### src/rtl/wdt_pkg.sv
package wdt_pkg;
  localparam int CNT_W  = 10;
  localparam int REG_W  = 16;
  localparam int ADDR_W = 5;

  localparam logic [ADDR_W-1:0] OFS_RELOAD = 5'h00;
  localparam logic [ADDR_W-1:0] OFS_STS1   = 5'h04;
  localparam logic [ADDR_W-1:0] OFS_STS2   = 5'h06;
  localparam logic [ADDR_W-1:0] OFS_CTRL   = 5'h08;
  localparam logic [ADDR_W-1:0] OFS_INIT   = 5'h12;

  localparam int HALT_BIT   = 11;
  localparam int FIRST_BIT  = 3;
  localparam int SECOND_BIT = 1;
  localparam int BOOT_BIT   = 2;
  localparam int MIN_INIT   = 4;

  localparam logic [REG_W-1:0] RELOAD_CODE = 16'h0001;

  // strobes and settings from the register file to the countdown path
  typedef struct packed {
    logic             reload;
    logic             halt;
    logic [CNT_W-1:0] initVal;
  } core_ctl_t;
endpackage

### src/rtl/wdt_core.sv
module wdt_core
  import wdt_pkg::*;
#(
  parameter int TICK_DIV     = 20_000_000,
  parameter int INIT_DEFAULT = 50
) (
  input  logic             clk,
  input  logic             rstN,
  input  core_ctl_t        ctl,
  output logic [CNT_W-1:0] cnt,
  output logic             expiry
);
  localparam int PRE_W = (TICK_DIV > 1) ? $clog2(TICK_DIV) : 1;
  localparam logic [PRE_W-1:0] PRE_LAST = PRE_W'(TICK_DIV - 1);

  logic [PRE_W-1:0] preCnt;
  logic             tick;

  assign tick   = !ctl.halt && (preCnt == PRE_LAST);
  assign expiry = !ctl.reload && tick && (cnt == '0);

  always_ff @(posedge clk) begin
    if (!rstN) begin
      preCnt <= '0;
      cnt    <= CNT_W'(INIT_DEFAULT);
    end else if (ctl.reload) begin
      preCnt <= '0;
      cnt    <= ctl.initVal;
    end else if (ctl.halt) begin
      preCnt <= '0;
    end else if (tick) begin
      preCnt <= '0;
      cnt    <= (cnt == '0) ? ctl.initVal : cnt - 1'b1;
    end else begin
      preCnt <= preCnt + 1'b1;
    end
  end

  AST_HALT_FREEZE: assert property (@(posedge clk) disable iff (!rstN)
    (ctl.halt && !ctl.reload) |=> $stable(cnt));

  AST_RELOAD_LOAD: assert property (@(posedge clk) disable iff (!rstN)
    ctl.reload |=> (cnt == $past(ctl.initVal)));
endmodule

### src/rtl/wdt_regs.sv
module wdt_regs
  import wdt_pkg::*;
#(
  parameter int INIT_DEFAULT = 50
) (
  input  logic              clk,
  input  logic              rstN,
  input  logic              wrEn,
  input  logic [ADDR_W-1:0] addr,
  input  logic [REG_W-1:0]  wrData,
  output logic [REG_W-1:0]  rdData,
  input  logic              rebootLock,
  input  logic [CNT_W-1:0]  cnt,
  input  logic              expiry,
  output core_ctl_t         ctl,
  output logic              rebootReq
);
  logic [CNT_W-1:0] initReg;
  logic             haltReg;
  logic             firstTo;
  logic             secondTo;
  logic             bootSts;
  logic             wrInit, wrCtrl, wrSts1, wrSts2;
  logic             fire;

  assign wrInit = wrEn && (addr == OFS_INIT);
  assign wrCtrl = wrEn && (addr == OFS_CTRL);
  assign wrSts1 = wrEn && (addr == OFS_STS1);
  assign wrSts2 = wrEn && (addr == OFS_STS2);
  assign fire   = expiry && firstTo && !rebootLock;

  assign ctl.reload  = wrEn && (addr == OFS_RELOAD) && (wrData == RELOAD_CODE);
  assign ctl.halt    = haltReg;
  assign ctl.initVal = initReg;

  always_ff @(posedge clk) begin
    if (!rstN) begin
      initReg   <= CNT_W'(INIT_DEFAULT);
      haltReg   <= 1'b1;
      firstTo   <= 1'b0;
      secondTo  <= 1'b0;
      bootSts   <= 1'b0;
      rebootReq <= 1'b0;
    end else begin
      if (wrInit && (wrData[CNT_W-1:0] >= CNT_W'(MIN_INIT)))
        initReg <= wrData[CNT_W-1:0];
      if (wrCtrl)
        haltReg <= wrData[HALT_BIT];
      if (expiry)
        firstTo <= 1'b1;
      else if (wrSts1 && wrData[FIRST_BIT])
        firstTo <= 1'b0;
      if (expiry && firstTo)
        secondTo <= 1'b1;
      else if (wrSts2 && wrData[SECOND_BIT])
        secondTo <= 1'b0;
      if (fire)
        bootSts <= 1'b1;
      else if (wrSts2 && wrData[BOOT_BIT])
        bootSts <= 1'b0;
      rebootReq <= fire;
    end
  end

  always_comb begin
    rdData = '0;
    case (addr)
      OFS_RELOAD: rdData[CNT_W-1:0] = cnt;
      OFS_STS1:   rdData[FIRST_BIT] = firstTo;
      OFS_STS2: begin
        rdData[SECOND_BIT] = secondTo;
        rdData[BOOT_BIT]   = bootSts;
      end
      OFS_CTRL:   rdData[HALT_BIT]  = haltReg;
      OFS_INIT:   rdData[CNT_W-1:0] = initReg;
      default:    rdData = '0;
    endcase
  end

  AST_REBOOT_PULSE: assert property (@(posedge clk) disable iff (!rstN)
    rebootReq |=> !rebootReq);

  AST_LOCK_BLOCKS: assert property (@(posedge clk) disable iff (!rstN)
    rebootLock |=> !rebootReq);

  AST_SECOND_AFTER_FIRST: assert property (@(posedge clk) disable iff (!rstN)
    $rose(secondTo) |-> $past(firstTo));

  AST_INIT_FLOOR: assert property (@(posedge clk) disable iff (!rstN)
    initReg >= CNT_W'(MIN_INIT));
endmodule

### src/rtl/two_stage_wdt.sv
module two_stage_wdt
  import wdt_pkg::*;
#(
  parameter int TICK_DIV     = 20_000_000,
  parameter int INIT_DEFAULT = 50
) (
  input  logic        clk,
  input  logic        rstN,
  input  logic        wrEn,
  input  logic [4:0]  addr,
  input  logic [15:0] wrData,
  output logic [15:0] rdData,
  input  logic        rebootLock,
  output logic        rebootReq
);
  core_ctl_t        ctl;
  logic [CNT_W-1:0] cnt;
  logic             expiry;

  wdt_regs #(.INIT_DEFAULT(INIT_DEFAULT)) u_regs (
    .clk(clk), .rstN(rstN), .wrEn(wrEn), .addr(addr), .wrData(wrData),
    .rdData(rdData), .rebootLock(rebootLock), .cnt(cnt), .expiry(expiry),
    .ctl(ctl), .rebootReq(rebootReq)
  );

  wdt_core #(.TICK_DIV(TICK_DIV), .INIT_DEFAULT(INIT_DEFAULT)) u_core (
    .clk(clk), .rstN(rstN), .ctl(ctl), .cnt(cnt), .expiry(expiry)
  );
endmodule

### config.mk
export PLATFORM = sky130hd
export DESIGN_NAME = two_stage_wdt
export DESIGN_NICKNAME = d
export VERILOG_FILES = /design/src/rtl/wdt_pkg.sv /design/src/rtl/wdt_core.sv /design/src/rtl/wdt_regs.sv /design/src/rtl/two_stage_wdt.sv
export SDC_FILE = /design/constraint.sdc
export NUM_CORES = 1
export LEC_CHECK = 0
export ABC_AREA = 0
export CAP_MARGIN = 30
export CORE_ASPECT_RATIO = 0.75
export CORE_UTILIZATION = 60
export CTS_BUF_LIST = sky130_fd_sc_hd__clkbuf_4
export DETAILED_ROUTE_END_ITERATION = 8
export PLACE_DENSITY = 0.95
export REMOVE_ABC_BUFFERS = 1
export SLEW_MARGIN = 20
export SYNTH_ARGS = -nofsm -noshare
export SYNTH_HDL_FRONTEND = slang
export SYNTH_SLANG_ARGS = --single-unit
### constraint.sdc
create_clock -name clk -period 4.5 [get_ports clk]
set_input_delay 0.675 -clock clk [delete_from_list [all_inputs] [get_ports clk]]
set_output_delay 0.675 -clock clk [all_outputs]
set_load 0.05 [all_outputs]
==> results of run 1 <==
==> sequential cells by signal (all words and copies together) (netlist names) <==
signal and flops:
u_regs.rebootReq 1, u_core.cnt 10, u_regs.haltReg 1, u_regs.initReg 10
u_regs.bootSts 1, u_core.preCnt 25, u_regs.secondTo 1, u_regs.firstTo 1
==> final cells by class <==
type / instances / area, um^2 / share of cell area, %
multi-input combinational: 250 / 1550 / 49.7
clock buffer: 5 / 37.5 / 1.20
timing repair buffer: 39 / 383 / 12.3
tap: 55 / 68.8 / 2.20
sequential: 50 / 1000 / 32.0
clock inverter: 3 / 43.8 / 1.40
inverter: 10 / 37.5 / 1.20
==> report_power, final <==
group          leakage [uW]  internal [uW]  switching, uW
combinational      0.000575           25.2           30.7
clock             0.0000456            118            155
sequential         0.000403            444          0.872
total               0.00102            587            187
==> final timing paths <==
kind | from | to | slack (ns) | cells past startpoint
max | addr[0] | rdData[4] | 0.82 | 6
min | u_core.preCnt[0]$_SDFF_PP0_ | u_core.preCnt[0]$_SDFF_PP0_ | 0.47 | 1
max reg2reg | u_regs.haltReg$_SDFFE_PN1P_ | u_core.preCnt[13]$_SDFF_PP0_ | 1.71 | 5
min reg2reg | u_core.preCnt[0]$_SDFF_PP0_ | u_core.preCnt[0]$_SDFF_PP0_ | 0.47 | 1
==> routing by layer <==
| metal | up-vias | wire length [um] | GRT usage (%) | share of wire (%) |
|---|---|---|---|---|
| met4 | 0 | 132 | 11.7 | 2.0 |
| met3 | 15 | 609 | 9.16 | 9.1 |
| met5 | - | 0 | 0 | 0 |
| li1 | 1200 | - | - | - |
| met1 | 1178 | 2940 | 39.2 | 44 |
| met2 | 128 | 2980 | 44.8 | 45 |
==> logic make-up (layout without fill, tap and decap cells) <==
kind of cell | after synthesis | count (layout) | synth area share, %
other | 1 | 5 | 0.140
DFF | 50 | 50 | 37.4
and+or+nand+nor | 169 | 169 | 33.2
buffers and inverters | 27 | 57 | 5.42
muxes | 13 | 13 | 4.86
AOI/OAI and AO/OA | 37 | 37 | 10.0
xor gates and xnor gates | 23 | 23 | 7.52
adders and majority gates | 3 | 3 | 1.40
==> placed cells by master, fill, tap and decap left out, types with 4 or more instances in the layout <==
cell type	instances
and2_1	4
mux2i_1	13
nor3_1	9
xnor2_1	15
conb_1	5
nand2_1	34
clkdlybuf4s50_1	36
dfxtp_1	50
a22oi_1	5
nor3b_1	4
a31oi_1	5
a22o_1	7
or4_1	4
nand4_1	6
clkbuf_4	5
nor4_1	5
nor2_1	53
and3_1	6
xor2_1	8
inv_1	10
nand3_1	20
==> worst max-delay path: stages <==
cell	delay (ns)
clkdlybuf4s50_1	0.44
nor4_1	0.46
nor2b_1	0.21
buf_4	0.21
a22o_1	0.19
clkdlybuf4s50_1	0.80
==> metrics by stage <==
step                      cells  utilization, %
after detailed placement    404            73.3
after global placement      404            73.3
final                       412            75.2
after CTS                   412            75.2
after floorplan             310               -
after global routing        412            75.2
==> impl_metrics.py, run 1 <==
metrics = {
    "floorplan": {
        "core_area_um2": 4150,
        "fp.dieH_um": 59.9,
        "ios": 42,
        "start_util_pct": 64.5,
        "die-area_um2": 4740,
        "die_w_um": 79.1,
        "rows": 20,
    },
    "worst_setup_path": {
        "crit_arrival_ns": 3.00,
        "worstPathRequired_ns": 3.83,
        "critical_path_class": "in2out",
        "crit_path_end_kind": "output pin",
        "crit_fanout": 12,
        "critPathLaunchType": "input pin",
    },
    "logic_synthesis": {
        "syn_area_um2": 2680,
        "ys_ff_latch": 50,
        "ys_async_sr_fraction_pct": 0,
        "ys_types": 50,
        "syn_area_per_cell_um2": 8.29,
        "synthesis.instances": 323,
        "yosysTopAreaCell": "dfxtp_1",
        "synthTopCellsByArea": "dfxtp_1 (37%), nor2_1 (7.4%), xnor2_1 (4.9%)",
        "synth_seq_area_share_pct": 37.4,
        "synth_commonest_cells": "nor2_1 (53), dfxtp_1 (50), nand2_1 (34)",
        "synth_edf_count": 0,
        "yosysMostFrequentCell": "nor2_1",
        "yosysWarningCount": 0,
        "ys.flop_type": "dfxtp_1",
        "yosysTopAreaCellShare_pct": 37.4,
    },
    "timing": {
        "rsz0062_at_grt": "false",
        "fin_crit_sh_pct": 81.7,
        "hold_viol": 0,
        "worst_pin_slew_ns": 0.835,
        "maxSlewViolCount": 0,
        "setup_viol": 0,
        "fmax_ghz": 0.272,
        "fin_worst_skew_ns": 0.00707,
        "period_minus_slack_ns": 3.68,
        "relSlewSlack_pct": 44.4,
        "layout_setup_ws_ns": 0.823,
        "setup-tns-final_ns": 0,
        "holdWs_ns": 0.468,
    },
    "power_and_ir_drop": {
        "pwr_density_cell_nw_per_um2": 248,
        "total_leakage_power_uw": 0.00102,
        "ir_drop_v": 0.000219,
        "power_uw": 774,
    },
    "route": {
        "vias_per_cell": 6.12,
        "drc_errors": 0,
        "first_iter_violations": 323,
        "finalWirelength_um": 6660,
        "dr.pass1.iters": 5,
        "ant_nets": 0,
        "vias": 2521,
        "wire_per_inst_um": 16.2,
    },
    "grt": {
        "gr-usage-all-layers_pct": 29.5,
        "gr-total-overflow": 0,
        "grt_pass1_vias": 2131,
        "grt_max_degree": 26,
        "grt_pass1_wl_um": 10500,
        "antenna_found_initial": 0,
    },
    "clock_network": {
        "cts_buffers": 5,
        "cts_root_buffer": "clkbuf_4",
        "cts_tree": "yes",
        "worstSkewPairLatency_ns": 0.39,
        "htreeDepth": 2,
        "clk_pin_slew_ns": 0.15,
        "cts_resized": 0,
        "cts_hold_buffers": 0,
        "post_cts_buffers": 0,
        "clkSinkCount": 50,
        "clk_path_buf_depth": 2,
    },
    "finish": {
        "areaGrowthSynthToFinish_pct": 16.7,
        "fin_area_um2": 3120,
        "fin_nets": 384,
        "filler_cell_count": 305,
        "layout-drive-gt1-share_pct": 6.16,
        "diodes": 0,
    },
    "place": {
        "port_buffers": 36,
        "place_ws_ns": 0.858,
        "post-dp-hpwl_um": 4860,
        "placed_area_um2": 3040,
        "gp_congestion": 0.920,
    },
    "job": {
        "cap_violations": 0,
    },
    "status": {
        "status": "completed",
    },
    "worst_hold_path": {
        "hp-class": "reg2reg",
    },
}
Power figures use the tool's default switching activity.
==> run 2: changes to the inputs <==
--- a/config.mk
+++ b/config.mk
@@ -8,10 +8,10 @@
 export ABC_AREA = 0
 export CAP_MARGIN = 30
 export CORE_ASPECT_RATIO = 0.75
-export CORE_UTILIZATION = 60
+export CORE_UTILIZATION = 50
 export CTS_BUF_LIST = sky130_fd_sc_hd__clkbuf_4
 export DETAILED_ROUTE_END_ITERATION = 8
-export PLACE_DENSITY = 0.95
+export PLACE_DENSITY = 0.89
 export REMOVE_ABC_BUFFERS = 1
 export SLEW_MARGIN = 20
 export SYNTH_ARGS = -nofsm -noshare
==> constraint.sdc (replaced) <==
create_clock -name clk -period 3.2 [get_ports clk]
set_input_delay 0.48 -clock clk [delete_from_list [all_inputs] [get_ports clk]]
set_output_delay 0.48 -clock clk [all_outputs]
set_load 0.05 [all_outputs]
==> run 2 against run 1 <==
  * Sequential power is 40% higher
  * Clock skew up 0.0048 ns
  * Sequential share of layout area is 0.97 points lower
  * Setup slack got worse by 0.30 ns
  * Sequential cell count is the same
  * Routed wire length up 5.6%
  * Core utilization decreased by 11 points
  * Critical path depth unchanged
  * Final cell count rose by 4.1%
  * Via count increased by 2.8%
  * Largest cell class unchanged
  * Highest routed layer unchanged
==> impl_metrics.py, run 2 (same netlist as run 1, synthesis figures left out) <==
metrics = {
    "timing": {
        "hold_viol": 0,
        "layout_setup_ws_ns": 0.519,
        "rsz0062_at_grt": "false",
        "setup_viol": 0,
        "holdWs_ns": 0.464,
        "relSlewSlack_pct": 46.8,
        "period_minus_slack_ns": 2.68,
        "fin_crit_sh_pct": 83.8,
        "fmax_ghz": 0.373,
        "worst_pin_slew_ns": 0.792,
        "fin_worst_skew_ns": 0.0119,
        "setup-tns-final_ns": 0,
        "maxSlewViolCount": 0,
    },
    "power_and_ir_drop": {
        "p_sw_share_pct": 24.4,
        "p_seq_share_pct": 62.7,
        "p_sw_uw": 243,
        "power_frac_comb_pct": 8.2,
        "ir_drop_v": 0.000294,
        "clkPwrFrac_pct": 29.0,
        "total_leakage_power_uw": 0.00106,
        "pwr_density_cell_nw_per_um2": 309,
        "internal-power_uw": 753,
    },
    "finish": {
        "filler_cell_count": 419,
        "post-route-util_pct": 64.3,
        "final_common_cell": "nor2_1",
        "largest_register_ffs": 25,
        "top_regs": "u_core.preCnt x25, u_core.cnt x10, u_regs.initReg x10",
        "fin_nets": 385,
        "largest_register": "u_core.preCnt",
        "areaGrowthSynthToFinish_pct": 20.3,
        "diodes": 0,
        "layout-drive-gt1-share_pct": 9.24,
        "final_cell_mix": "nor2_1 (53), dfxtp_1 (50), nand2_1 (34)",
        "fin_cells": 429,
    },
    "clock_network": {
        "cts_root_buffer": "clkbuf_4",
        "cts_resized": 0,
        "clk_pin_slew_ns": 0.14,
        "htreeDepth": 2,
        "cts_tree": "yes",
        "clk_path_buf_depth": 2,
        "worstSkewPairLatency_ns": 0.37,
        "cts_buffers": 5,
        "cts_hold_buffers": 0,
        "post_cts_buffers": 0,
        "clkSinkCount": 50,
    },
    "route": {
        "dr.pass1.iters": 5,
        "ant_nets": 0,
        "drc_errors": 0,
        "vias": 2592,
        "finalWirelength_um": 7040,
        "first_iter_violations": 392,
        "vias_per_cell": 6.04,
        "wire_per_inst_um": 16.4,
    },
    "worst_hold_path": {
        "min_to": "u_core.preCnt[0]$_SDFF_PP0_",
        "hold_path_depth": 1,
        "worstHoldStart": "u_core.preCnt[0]$_SDFF_PP0_",
        "hp-class": "reg2reg",
    },
    "grt": {
        "grt_max_degree": 26,
        "gr-total-overflow": 0,
        "antenna_found_initial": 0,
        "gr-usage-all-layers_pct": 26.8,
        "grt_pass1_wl_um": 11500,
        "grt_pass1_vias": 2384,
    },
    "worst_setup_path": {
        "r2r_cells": 8,
        "crit_arrival_ns": 2.20,
        "rrSetupSlack_ns": 0.75,
        "crit_path_end_kind": "output pin",
        "critPathLaunchType": "input pin",
        "r2r-start": "u_core.cnt[0]$_SDFFE_PN0P_",
        "critical_path_class": "in2out",
        "r2r_end": "u_core.cnt[2]$_SDFFE_PN0P_",
        "crit_path_max_incr_delay_ns": 0.49,
        "crit_path_cell_trace": "clkdlybuf4s50_1 > nor4_1 > nor2b_1 > buf_4 > a22o_1 > buf_12",
        "worstPathRequired_ns": 2.72,
        "cp_slowest_cell": "nor4_1",
        "crit_fanout": 12,
    },
    "place": {
        "post-dp-hpwl_um": 5330,
        "placed_cells": 422,
        "port_buffers": 36,
        "gp_congestion": 1.01,
        "place_ws_ns": 0.342,
    },
    "floorplan": {
        "rows": 22,
        "start_util_pct": 53.4,
        "die_w_um": 86.5,
        "core_area_um2": 5010,
        "ios": 42,
        "fp.dieH_um": 65.4,
        "die-area_um2": 5650,
    },
    "job": {
        "cap_violations": 0,
    },
    "status": {
        "status": "completed",
    },
}
run 2: per-stage QoR:
stage / total power [uW] / cell area (um^2)
3_3_place_gp: 718 / 3170
5_1_grt: 1030 / 3220
4_1_cts: 990 / 3220
3_5_place_dp: 719 / 3170
6_report: 996 / 3220
2_1_floorplan: 669 / 2580
run 2: per-layer routing:
layer,wire length [um],track usage (%),vias up
met5,0,0,-
met1,3130,37.9,1209
met2,2980,38.2,167
met4,159,11.3,0
li1,-,-,1190
met3,766,7.16,26
run 2: worst max-delay path: cells and delay by family:
kind	cells	cell delay, ns
AND/OR/NAND/NOR	2	0.68
buffers and inverters	3	0.81
AO/OA/AOI/OAI	1	0.23
run 2: how the worst max path moves through the flow:
| stage | start | to | cells after the start |
|---|---|---|---|
| floorplan | addr[0] | rdData[1] | 4 |
| global placement | addr[0] | u_core.cnt[0]$_SDFFE_PN0P_ | 8 |
| detailed placement | addr[1] | u_core.preCnt[12]$_SDFF_PP0_ | 9 |
| CTS | addr[1] | rdData[0] | 6 |
| global route | addr[0] | rdData[0] | 6 |
| finish | addr[1] | rdData[0] | 6 |
run 2: power by group through the flow:
stage          clock network, uW  registers [uW]  logic, uW
6_report                     289             625       81.9
5_1_grt                      321             625       86.0
4_1_cts                      285             625       80.7
3_5_place_dp                   0             638       80.4
3_3_place_gp                   0             638       80.0
2_1_floorplan                  0             638       30.6
run 2: final cells by class:
cell class	instances	area, um^2	share of cell area (%)
flip-flops and latches	50	1000	31.1
multi-input cells	250	1550	48.2
inverters	10	37.5	1.17
repair buffers	40	488	15.1
well taps	72	90.1	2.80
clock inverters	1	7.51	0.233
clock buffers	6	45.0	1.40
==> run 3: changes to the inputs <==
--- a/config.mk
+++ b/config.mk
@@ -8,10 +8,10 @@
 export ABC_AREA = 0
 export CAP_MARGIN = 30
 export CORE_ASPECT_RATIO = 0.75
-export CORE_UTILIZATION = 50
+export CORE_UTILIZATION = 56
 export CTS_BUF_LIST = sky130_fd_sc_hd__clkbuf_4
 export DETAILED_ROUTE_END_ITERATION = 8
-export PLACE_DENSITY = 0.89
+export PLACE_DENSITY = 0.94
 export REMOVE_ABC_BUFFERS = 1
 export SLEW_MARGIN = 20
 export SYNTH_ARGS = -nofsm -noshare
==> constraint.sdc (replaced) <==
create_clock -name clk -period 2.6 [get_ports clk]
set_input_delay 0.39 -clock clk [delete_from_list [all_inputs] [get_ports clk]]
set_output_delay 0.39 -clock clk [all_outputs]
set_load 0.05 [all_outputs]
==> run 3 against run 2 <==
  * Sequential power grew 23%
  * Count of clock-buffer cells in the layout shrank 1
  * Register-to-register slack lost 0.50 ns
  * Largest cell class unchanged
  * Setup slack lost 0.38 ns
  * Sequential cell count is the same
  * Critical path depth grew 1
  * Critical endpoint is now rdData[2]
  * Via count grew 1.4%
==> impl_metrics.py, run 3 (same netlist as run 1, synthesis figures left out) <==
metrics = {
    "clock_network": {
        "worstSkewPairLatency_ns": 0.38,
        "cts_hold_buffers": 0,
        "post_cts_buffers": 0,
        "cts_tree": "yes",
        "cts_buffers": 5,
        "clk_pin_slew_ns": 0.15,
        "htreeDepth": 2,
        "cts_resized": 0,
        "clk_path_buf_depth": 2,
        "cts_root_buffer": "clkbuf_4",
        "clkSinkCount": 50,
    },
    "timing": {
        "holdWs_ns": 0.464,
        "setup-tns-final_ns": 0,
        "fin_worst_skew_ns": 0.00969,
        "rsz0062_at_grt": "false",
        "period_minus_slack_ns": 2.46,
        "hold_viol": 0,
        "fin_crit_sh_pct": 94.7,
        "fmax_ghz": 0.406,
        "maxSlewViolCount": 0,
        "setup_viol": 0,
        "relSlewSlack_pct": 58.7,
        "worst_pin_slew_ns": 0.619,
    },
    "job": {
        "cap_violations": 0,
    },
    "grt": {
        "met1_usage_pct": 41.0,
        "grt_pass1_wl_um": 11400,
        "gr-usage-all-layers_pct": 30.4,
        "grt_pass1_vias": 2361,
        "grt_busiest_layer": "met2",
        "use_met2_pct": 47.3,
        "antenna_found_initial": 0,
        "use_met3_pct": 7.01,
        "grt_max_degree": 26,
        "gr-total-overflow": 0,
    },
    "route": {
        "drc_errors": 0,
        "vias": 2629,
        "ant_nets": 0,
        "vias_per_cell": 6.19,
        "finalWirelength_um": 7140,
        "wire_per_inst_um": 16.8,
        "first_iter_violations": 307,
        "dr.pass1.iters": 5,
    },
    "floorplan": {
        "die_w_um": 81.8,
        "fp.dieH_um": 61.9,
        "die-area_um2": 5060,
        "rows": 21,
        "core_area_um2": 4520,
        "ios": 42,
        "start_util_pct": 59.2,
    },
    "finish": {
        "largest_register_ffs": 25,
        "largest_register": "u_core.preCnt",
        "final_common_cell": "nor2_1",
        "filler_cell_count": 309,
        "fin_cells": 425,
        "layout-drive-gt1-share_pct": 12.0,
        "top_regs": "u_core.preCnt x25, u_core.cnt x10, u_regs.initReg x10",
        "post-route-util_pct": 73.6,
        "fin_nets": 395,
        "fin_area_um2": 3330,
        "areaGrowthSynthToFinish_pct": 24.3,
        "final_cell_mix": "nor2_1 (53), dfxtp_1 (50), nand2_1 (34)",
        "diodes": 0,
    },
    "status": {
        "status": "completed",
    },
    "power_and_ir_drop": {
        "total_leakage_power_uw": 0.00114,
        "pwr_density_cell_nw_per_um2": 402,
        "ir_drop_v": 0.000459,
    },
    "worst_setup_path": {
        "crit_fanout": 7,
        "worstPathRequired_ns": 2.21,
        "crit_path_end_kind": "output pin",
        "critical_path_class": "in2out",
        "crit_arrival_ns": 2.07,
        "critPathLaunchType": "input pin",
        "rrSetupSlack_ns": 0.25,
    },
    "place": {
        "placed_cells": 417,
        "placed_area_um2": 3250,
        "port_buffers": 36,
        "gp_congestion": 0.962,
        "post-dp-hpwl_um": 5280,
    },
    "worst_hold_path": {
        "hp-class": "reg2reg",
    },
}
==> run 3: changes by cell type in the layout (fill, tap and decap cells not counted), sizes merged <==
cell / change
buf: +10
bufinv: +1
clkbuf: -1
clkinv: +2
clkinvlp: -1
==> run 3: path summary, 6_finish.rpt <==
path	start	endpoint	cells after the start
setup / recovery	addr[0]	rdData[2]	7
hold / removal	u_core.preCnt[0]$_SDFF_PP0_	u_core.preCnt[0]$_SDFF_PP0_	1
setup reg to reg	u_core.cnt[0]$_SDFFE_PN0P_	u_core.cnt[6]$_SDFFE_PN0P_	9
hold reg to reg	u_core.preCnt[0]$_SDFF_PP0_	u_core.preCnt[0]$_SDFF_PP0_	1
==> run 3: worst max-delay path, cell delays in order <==
cell and delay, ns:
clkdlybuf4s50_1 0.44, nand2b_1 0.19, nor4b_2 0.43, buf_4 0.25, a22oi_1 0.10, nand2_1 0.14
buf_12 0.14
==> run 3: layout make-up <==
class,count,area [um^2],area share [%]
multi-input combinational,250,1550,46.7
sequential,50,1000,30.1
timing repair buffer,50,588,17.7
tap,57,71.3,2.14
clock inverter,3,40.0,1.20
clock buffer,5,37.5,1.13
inverter,10,37.5,1.13
==> run 3: report_power, final <==
part           total, uW  leakage, uW  internal, uW  switching (uW)
clock                464    0.0000450           200             265
combinational        103     0.000690          49.4            53.9
sequential           770     0.000403           768            1.69
total               1340      0.00114          1020             320
==> run 3: per-stage QoR <==
step	setup WS [ns]	power, uW
global route	0.0287	1370
detailed placement	0.0512	887
global placement	0.119	886
finish	0.137	1340
floorplan	0.0990	823
CTS	0.121	1330
==> run 3: per-layer routing <==
metal | routed length [um] | share of wire [%] | vias up
met2 | 3190 | 45 | 159
met3 | 678 | 9.5 | 28
li1 | - | - | 1221
met5 | 0 | 0 | -
met1 | 3100 | 43 | 1221
met4 | 172 | 2.4 | 0
